[src/rtl/pwr_guard_pkg.sv]
package pwr_guard_pkg;
  typedef enum logic [1:0] {
    ST_NORMAL = 2'd0,
    ST_DESEL  = 2'd1,
    ST_BATT   = 2'd2,
    ST_RECOV  = 2'd3
  } pg_state_e;
endpackage

[src/rtl/pg_flag_qual.sv]
module pg_flag_qual #(
  parameter int unsigned SYNC_STAGES = 2,
  parameter int unsigned FILT_CYC    = 4
) (
  input  logic clk_i,
  input  logic rst_ni,
  input  logic raw_i,
  output logic q_o
);
  localparam int unsigned CW = $clog2(FILT_CYC + 1);

  logic [SYNC_STAGES-1:0] sync_q;
  logic                   s;
  logic [CW-1:0]          cnt_q;

  always_ff @(posedge clk_i or negedge rst_ni) begin
    if (!rst_ni) sync_q <= '0;
    else         sync_q <= {sync_q[SYNC_STAGES-2:0], raw_i};
  end

  assign s = sync_q[SYNC_STAGES-1];

  always_ff @(posedge clk_i or negedge rst_ni) begin
    if (!rst_ni) begin
      q_o   <= 1'b0;
      cnt_q <= '0;
    end else if (s != q_o) begin
      if (cnt_q == CW'(FILT_CYC - 1)) begin
        q_o   <= s;
        cnt_q <= '0;
      end else begin
        cnt_q <= cnt_q + 1'b1;
      end
    end else begin
      cnt_q <= '0;
    end
  end

  generate
    if (FILT_CYC >= 2) begin : g_filt_chk

      filt_stable_chk: assert property (@(posedge clk_i) disable iff (!rst_ni)
        (q_o != $past(q_o)) |-> ($past(s, 2) == q_o));
    end
  endgenerate
endmodule

[src/rtl/pg_seq_fsm.sv]
module pg_seq_fsm
  import pwr_guard_pkg::*;
#(
  parameter int unsigned REC_TICKS  = 40,
  parameter int unsigned FAST_TICKS = 2
) (
  input  logic clk_i,
  input  logic rst_ni,
  input  logic low_q_i,
  input  logic crit_q_i,
  input  logic tick_i,
  output logic deselect_o,
  output logic batt_sel_o
);
  localparam int unsigned RW = $clog2(REC_TICKS + 1);
  localparam int unsigned FW = $clog2(FAST_TICKS + 2);
  localparam logic [FW-1:0] FAST_MAX = FW'(FAST_TICKS);
  localparam logic [RW-1:0] REC_LAST = RW'(REC_TICKS - 1);

  pg_state_e     state_q, state_d;
  logic [RW-1:0] tmr_q, tmr_d;
  logic [FW-1:0] dwell_q, dwell_d;

  always_comb begin
    state_d = state_q;
    tmr_d   = tmr_q;
    dwell_d = dwell_q;
    unique case (state_q)
      ST_NORMAL: begin
        if (low_q_i || crit_q_i) begin
          state_d = ST_DESEL;
          dwell_d = '0;
        end
      end
      ST_DESEL: begin
        if (tick_i && dwell_q != FAST_MAX) dwell_d = dwell_q + 1'b1;
        if (crit_q_i) begin
          if (dwell_q == FAST_MAX) state_d = ST_BATT;
        end else if (!low_q_i) begin
          state_d = ST_RECOV;
          tmr_d   = '0;
        end
      end
      ST_BATT: begin
        if (!crit_q_i) begin
          if (low_q_i) begin
            state_d = ST_DESEL;
            dwell_d = FAST_MAX;
          end else begin
            state_d = ST_RECOV;
            tmr_d   = '0;
          end
        end
      end
      ST_RECOV: begin
        if (low_q_i || crit_q_i) begin
          state_d = ST_DESEL;
          dwell_d = '0;
        end else if (tick_i) begin
          if (tmr_q == REC_LAST) state_d = ST_NORMAL;
          else                   tmr_d   = tmr_q + 1'b1;
        end
      end
      default: state_d = ST_DESEL;
    endcase
  end

  always_ff @(posedge clk_i or negedge rst_ni) begin
    if (!rst_ni) begin
      state_q <= ST_RECOV;
      tmr_q   <= '0;
      dwell_q <= '0;
    end else begin
      state_q <= state_d;
      tmr_q   <= tmr_d;
      dwell_q <= dwell_d;
    end
  end

  assign deselect_o = (state_q != ST_NORMAL);
  assign batt_sel_o = (state_q == ST_BATT);


  low_deselect_chk: assert property (@(posedge clk_i) disable iff (!rst_ni)
    (state_q == ST_NORMAL && low_q_i) |=> deselect_o);

  crit_deselect_chk: assert property (@(posedge clk_i) disable iff (!rst_ni)
    (state_q == ST_NORMAL && crit_q_i) |=> deselect_o);

  batt_holdoff_chk: assert property (@(posedge clk_i) disable iff (!rst_ni)
    (state_q == ST_DESEL && dwell_q != FAST_MAX) |=> !batt_sel_o);

  recov_restart_chk: assert property (@(posedge clk_i) disable iff (!rst_ni)
    (state_q == ST_RECOV && (low_q_i || crit_q_i)) |=> (state_q == ST_DESEL));

  release_clean_chk: assert property (@(posedge clk_i) disable iff (!rst_ni)
    $fell(deselect_o) |-> (!$past(low_q_i) && !$past(crit_q_i) && $past(tick_i)));
endmodule

[src/rtl/pg_bus_gate.sv]
module pg_bus_gate (
  input  logic deselect_i,
  input  logic cs_i,
  input  logic we_i,
  input  logic oe_i,
  output logic cs_o,
  output logic we_o,
  output logic oe_o
);
  logic open_access;

  assign open_access = cs_i & ~deselect_i;
  assign cs_o = open_access;
  assign we_o = open_access & we_i;
  assign oe_o = open_access & oe_i & ~we_i;
endmodule

[src/rtl/pwr_guard_seq.sv]
module pwr_guard_seq #(
  parameter int unsigned SYNC_STAGES = 2,
  parameter int unsigned FILT_CYC    = 4,
  parameter int unsigned REC_TICKS   = 40,
  parameter int unsigned FAST_TICKS  = 2
) (
  input  logic clk_i,
  input  logic rst_ni,
  input  logic sup_low_i,
  input  logic sup_crit_i,
  input  logic tick_i,
  input  logic bus_cs_i,
  input  logic bus_we_i,
  input  logic bus_oe_i,
  output logic deselect_o,
  output logic batt_sel_o,
  output logic mem_cs_o,
  output logic mem_we_o,
  output logic dq_oe_o
);
  localparam int unsigned NFLAG = 2;

  logic [NFLAG-1:0] raw_flags, q_flags;

  assign raw_flags = {sup_crit_i, sup_low_i};

  generate
    for (genvar i = 0; i < NFLAG; i++) begin : g_qual
      pg_flag_qual #(
        .SYNC_STAGES(SYNC_STAGES),
        .FILT_CYC   (FILT_CYC)
      ) u_qual (
        .clk_i (clk_i),
        .rst_ni(rst_ni),
        .raw_i (raw_flags[i]),
        .q_o   (q_flags[i])
      );
    end
  endgenerate

  pg_seq_fsm #(
    .REC_TICKS (REC_TICKS),
    .FAST_TICKS(FAST_TICKS)
  ) u_fsm (
    .clk_i     (clk_i),
    .rst_ni    (rst_ni),
    .low_q_i   (q_flags[0]),
    .crit_q_i  (q_flags[1]),
    .tick_i    (tick_i),
    .deselect_o(deselect_o),
    .batt_sel_o(batt_sel_o)
  );

  pg_bus_gate u_gate (
    .deselect_i(deselect_o),
    .cs_i      (bus_cs_i),
    .we_i      (bus_we_i),
    .oe_i      (bus_oe_i),
    .cs_o      (mem_cs_o),
    .we_o      (mem_we_o),
    .oe_o      (dq_oe_o)
  );


  batt_no_access_chk: assert property (@(posedge clk_i) disable iff (!rst_ni)
    batt_sel_o |-> (!mem_we_o && !dq_oe_o && !mem_cs_o));

  desel_hiz_chk: assert property (@(posedge clk_i) disable iff (!rst_ni)
    deselect_o |-> !dq_oe_o);
endmodule

[config.mk]
export PLATFORM = sky130hd
export DESIGN_NAME = pwr_guard_seq
export DESIGN_NICKNAME = d
export VERILOG_FILES = /design/src/rtl/pwr_guard_pkg.sv /design/src/rtl/pg_flag_qual.sv /design/src/rtl/pg_seq_fsm.sv /design/src/rtl/pg_bus_gate.sv /design/src/rtl/pwr_guard_seq.sv
export SDC_FILE = /design/constraint.sdc
export NUM_CORES = 1
export LEC_CHECK = 0
export ABC_AREA = 1
export ABC_CLOCK_PERIOD_IN_PS = 1900
export BUFFER_PORTS_ARGS = -buffer_cell sky130_fd_sc_hd__clkbuf_2
export CELL_PAD_IN_SITES_DETAIL_PLACEMENT = 2
export CELL_PAD_IN_SITES_GLOBAL_PLACEMENT = 2
export CORE_MARGIN = 3
export CORE_UTILIZATION = 35
export CTS_CLUSTER_DIAMETER = 120
export DETAILED_ROUTE_END_ITERATION = 16
export PLACE_DENSITY_LB_ADDON = 0.1
export SLEW_MARGIN = 20
export SYNTH_ARGS = -nofsm -noshare
export SYNTH_HDL_FRONTEND = slang
export SYNTH_SLANG_ARGS = --single-unit
[constraint.sdc]
create_clock -name clk_i -period 1.9 [get_ports clk_i]
set_clock_uncertainty 0.05 [all_clocks]
set_input_delay 0.57 -clock clk_i [delete_from_list [all_inputs] [get_ports clk_i]]
set_output_delay 0.57 -clock clk_i [all_outputs]
set_load 0.02 [all_outputs]
==> qor.txt <==
Slowest stage cell, crit path = dfstp_2
Vias per cell = 5.07
Initial Util = 0.383
Die Height = 65.2 um
Crit path max fanout = 3
Unrepaired setup endpoints after global routing = yes
Router iterations before antenna repair = 2
Clk Latency, worst-skew pair = 310 ps
Post-route cell area = 1560 um2
Rel. slew slack = 0.615
Leak = 0.763 nW
Clk buf depth = 2
Buf+Inv Stages, Crit Path = 2
Synth Instances = 141
GRT Residual Overflow = 0
Port Buf Inserts = 12
Antenna Cells = 0
Post-synth top area share = 0.408
Sequential-to-total area share from yosys stat = 0.451
Failing checks = negative setup slack
Largest net degree at the start of global routing = 23
Pwr dens = 1580 nW/um2
Synth Area in Simple Gates = 0.295
Hold Crit Class = in2async
# IOs = 13
Crit-path cells = inv_4 -> ha_4 -> nand2_4 -> nor2_2 -> buf_6
FF+latch count, synth = 22
Pins Over Slew Limit = 0
Synth Area in Compound Gates = 0.0734
Die area = 4250 um2
CTS tree = done
Tot GR Track Use = 0.183
Via count = 1059
WL final = 3.58 mm
Setup violations, final = 5
Clk sink count = 22
Cts hold-fix bufs = 0
Root Buffer = clkbuf_4
Final hold slack = 177 ps
Number of buffers created by CTS = 3
Final Non-Filler Cells = 209
Avg Synthesized Cell Area = 8.71 um2
Residual DRC = 0
Nets = 184
Worst-path clk slew = 130 ps
Vias in the first global route = 1171
Crit path DAT = 1380 ps
Final hold violations = 0
Placed Cells incl. Taps = 197
Routed len/inst = 17.1 um
CP Class = reg2out
Synthesized Nets = 159
Peak per-stage delay on the critical path = 580 ps
Synth area leader = dfrtp_1
VDD IR max = 0.618 mV
CTS H-tree depth = 1
Worst setup SP type = flip-flop
Share of layout cells above drive strength 1 = 0.327
Chip width = 65.2 um
Post-Synth XOR/XNOR Area = 0.0214
Gpl congestion = 0.731
Main combinational cell family by area after synthesis = simple AND/OR/NAND/NOR gates
Final WS setup = -98.6 ps
Layout area overhead = 26.8%
Max Cap Violations = 0
Crit-path leading delay family = flip-flops
Peak Freq = 500 MHz
DP Wirelength = 2.34 mm
Slew @ Worst Pin = 578 ps
Synthesized area = 1230 um2
Initial detailed-routing violation count = 33
Routed Antenna Nets = 0
Synth top area cells = dfrtp_1, nand2_1, ha_1
Placed inst area = 1340 um2
Final Critical Period = 2000 ps
Status = complete, but fails checks
Initial antenna violation count = 0
Setup TNS = -381 ps
Distinct cells, synth = 26
Final Core Density = 0.486
First-pass GRT wire length = 5.85 mm
Crit end category = output pin
Post-synthesis mux area share = 0
Synth Warn # = 0
Post-synthesis adder-cell area fraction = 0.102
Number of cell rows = 20
CP Data Required Time = 1280 ps
Period utilization = 1.05
Core footprint = 3200 um2
## through the flow
stage	setup WS, ps	power [mW]
after global placement	135	1.69
after global routing	-149	2.67
final	-98.6	2.46
after detailed placement	31.3	1.74
after CTS	-101	2.36
after floorplan	245	1.46
## repair_timing
action	CTS	global route
setup endpoints to repair	5	5
cloned	0	0
pin swaps	3	3
buffers inserted	6	2
resized for setup	16	12
endpoints found under the hold margin	0	0
## synthesized netlist by cell type
master	instances
o21ai_1	3
nand2_1	37
nor2_4	3
nand2_4	1
xnor2_1	2
ha_1	10
nand4_1	2
o21ai_0	3
inv_1	13
nand2_2	2
nor3b_1	1
o31ai_1	1
nand3_1	8
dfrtp_1	20
a21oi_1	1
inv_2	4
o21ai_2	4
nor2_2	1
nand3_2	2
nand3b_1	2
xor2_1	1
o211ai_2	1
nor3_1	3
dfstp_2	2
nor2_1	13
buf_4	1
## layout make-up
cell class | count | area [um2]
well taps | 44 | 55.1
fillers | 366 | 1650
clock inverters | 1 | 30.0
repair buffers | 21 | 181
multi-input cells | 101 | 648
inverters | 17 | 66.3
clock buffers | 3 | 22.5
flip-flops and latches | 22 | 553
## sequential cells by signal, summed over array words and instances (netlist names)
| register | cells |
|---|---|
| g_qual.u_qual.cnt_q | 6 |
| g_qual.u_qual.q_o | 2 |
| g_qual.u_qual.sync_q | 4 |
| u_fsm.dwell_q | 2 |
| u_fsm.state_q | 2 |
| u_fsm.tmr_q | 6 |
## cells by family (layout without fill, tap and decap cells)
kind of cell,count (synthesis),in the layout
buffers and inverters,18,42
and+or+nand+nor,75,75
xor gates and xnor gates,3,3
AOI/OAI and AO/OA,13,13
adders and majority gates,10,10
DFF,22,22
## final timing paths
check	startpoint	endpoint	slack, ps	cells past startpoint
max	u_fsm.state_q[0]	mem_we_o	-100	5
min	rst_ni	u_fsm.tmr_q[3]	180	1
max reg2reg	u_fsm.state_q[0]	u_fsm.tmr_q[2]	110	9
min reg2reg	g_qual[1].u_qual.sync_q[0]	g_qual[1].u_qual.sync_q[1]	320	0
max in group asynchronous	rst_ni	g_qual[0].u_qual.q_o	1240	1
min in group clk_i	sup_crit_i	g_qual[1].u_qual.sync_q[0]	300	1
## where the power goes
| group | total (mW) | switching, mW | internal (mW) |
|---|---|---|---|
| logic | 1.39 | 0.797 | 0.594 |
| clock network | 0.360 | 0.147 | 0.213 |
| registers | 0.707 | 0.106 | 0.600 |
## layer usage
layer	vias to the layer above	part of all wire	GRT usage
li1	495	-	-
met1	543	0.39	0.199
met2	15	0.56	0.365
met3	6	0.020	0.0154
met4	0	0.026	0.0622
met5	-	0	0
## placed cells by master, fill, tap and decap left out, types with 2 or more instances in the layout
master,n
buf_4,8
buf_6,2
buf_8,2
clkbuf_2,7
clkbuf_4,3
dfrtp_1,20
dfstp_2,2
ha_1,7
ha_4,2
inv_1,10
inv_2,6
nand2_1,36
nand2_2,2
nand2_4,2
nand3_1,8
nand3_2,2
nand3b_1,2
nand4_1,2
nor2_1,11
nor2_2,2
nor2_4,4
nor3_1,3
o21ai_0,3
o21ai_1,3
o21ai_2,4
xnor2_1,2
Power figures use the tool's default switching activity.
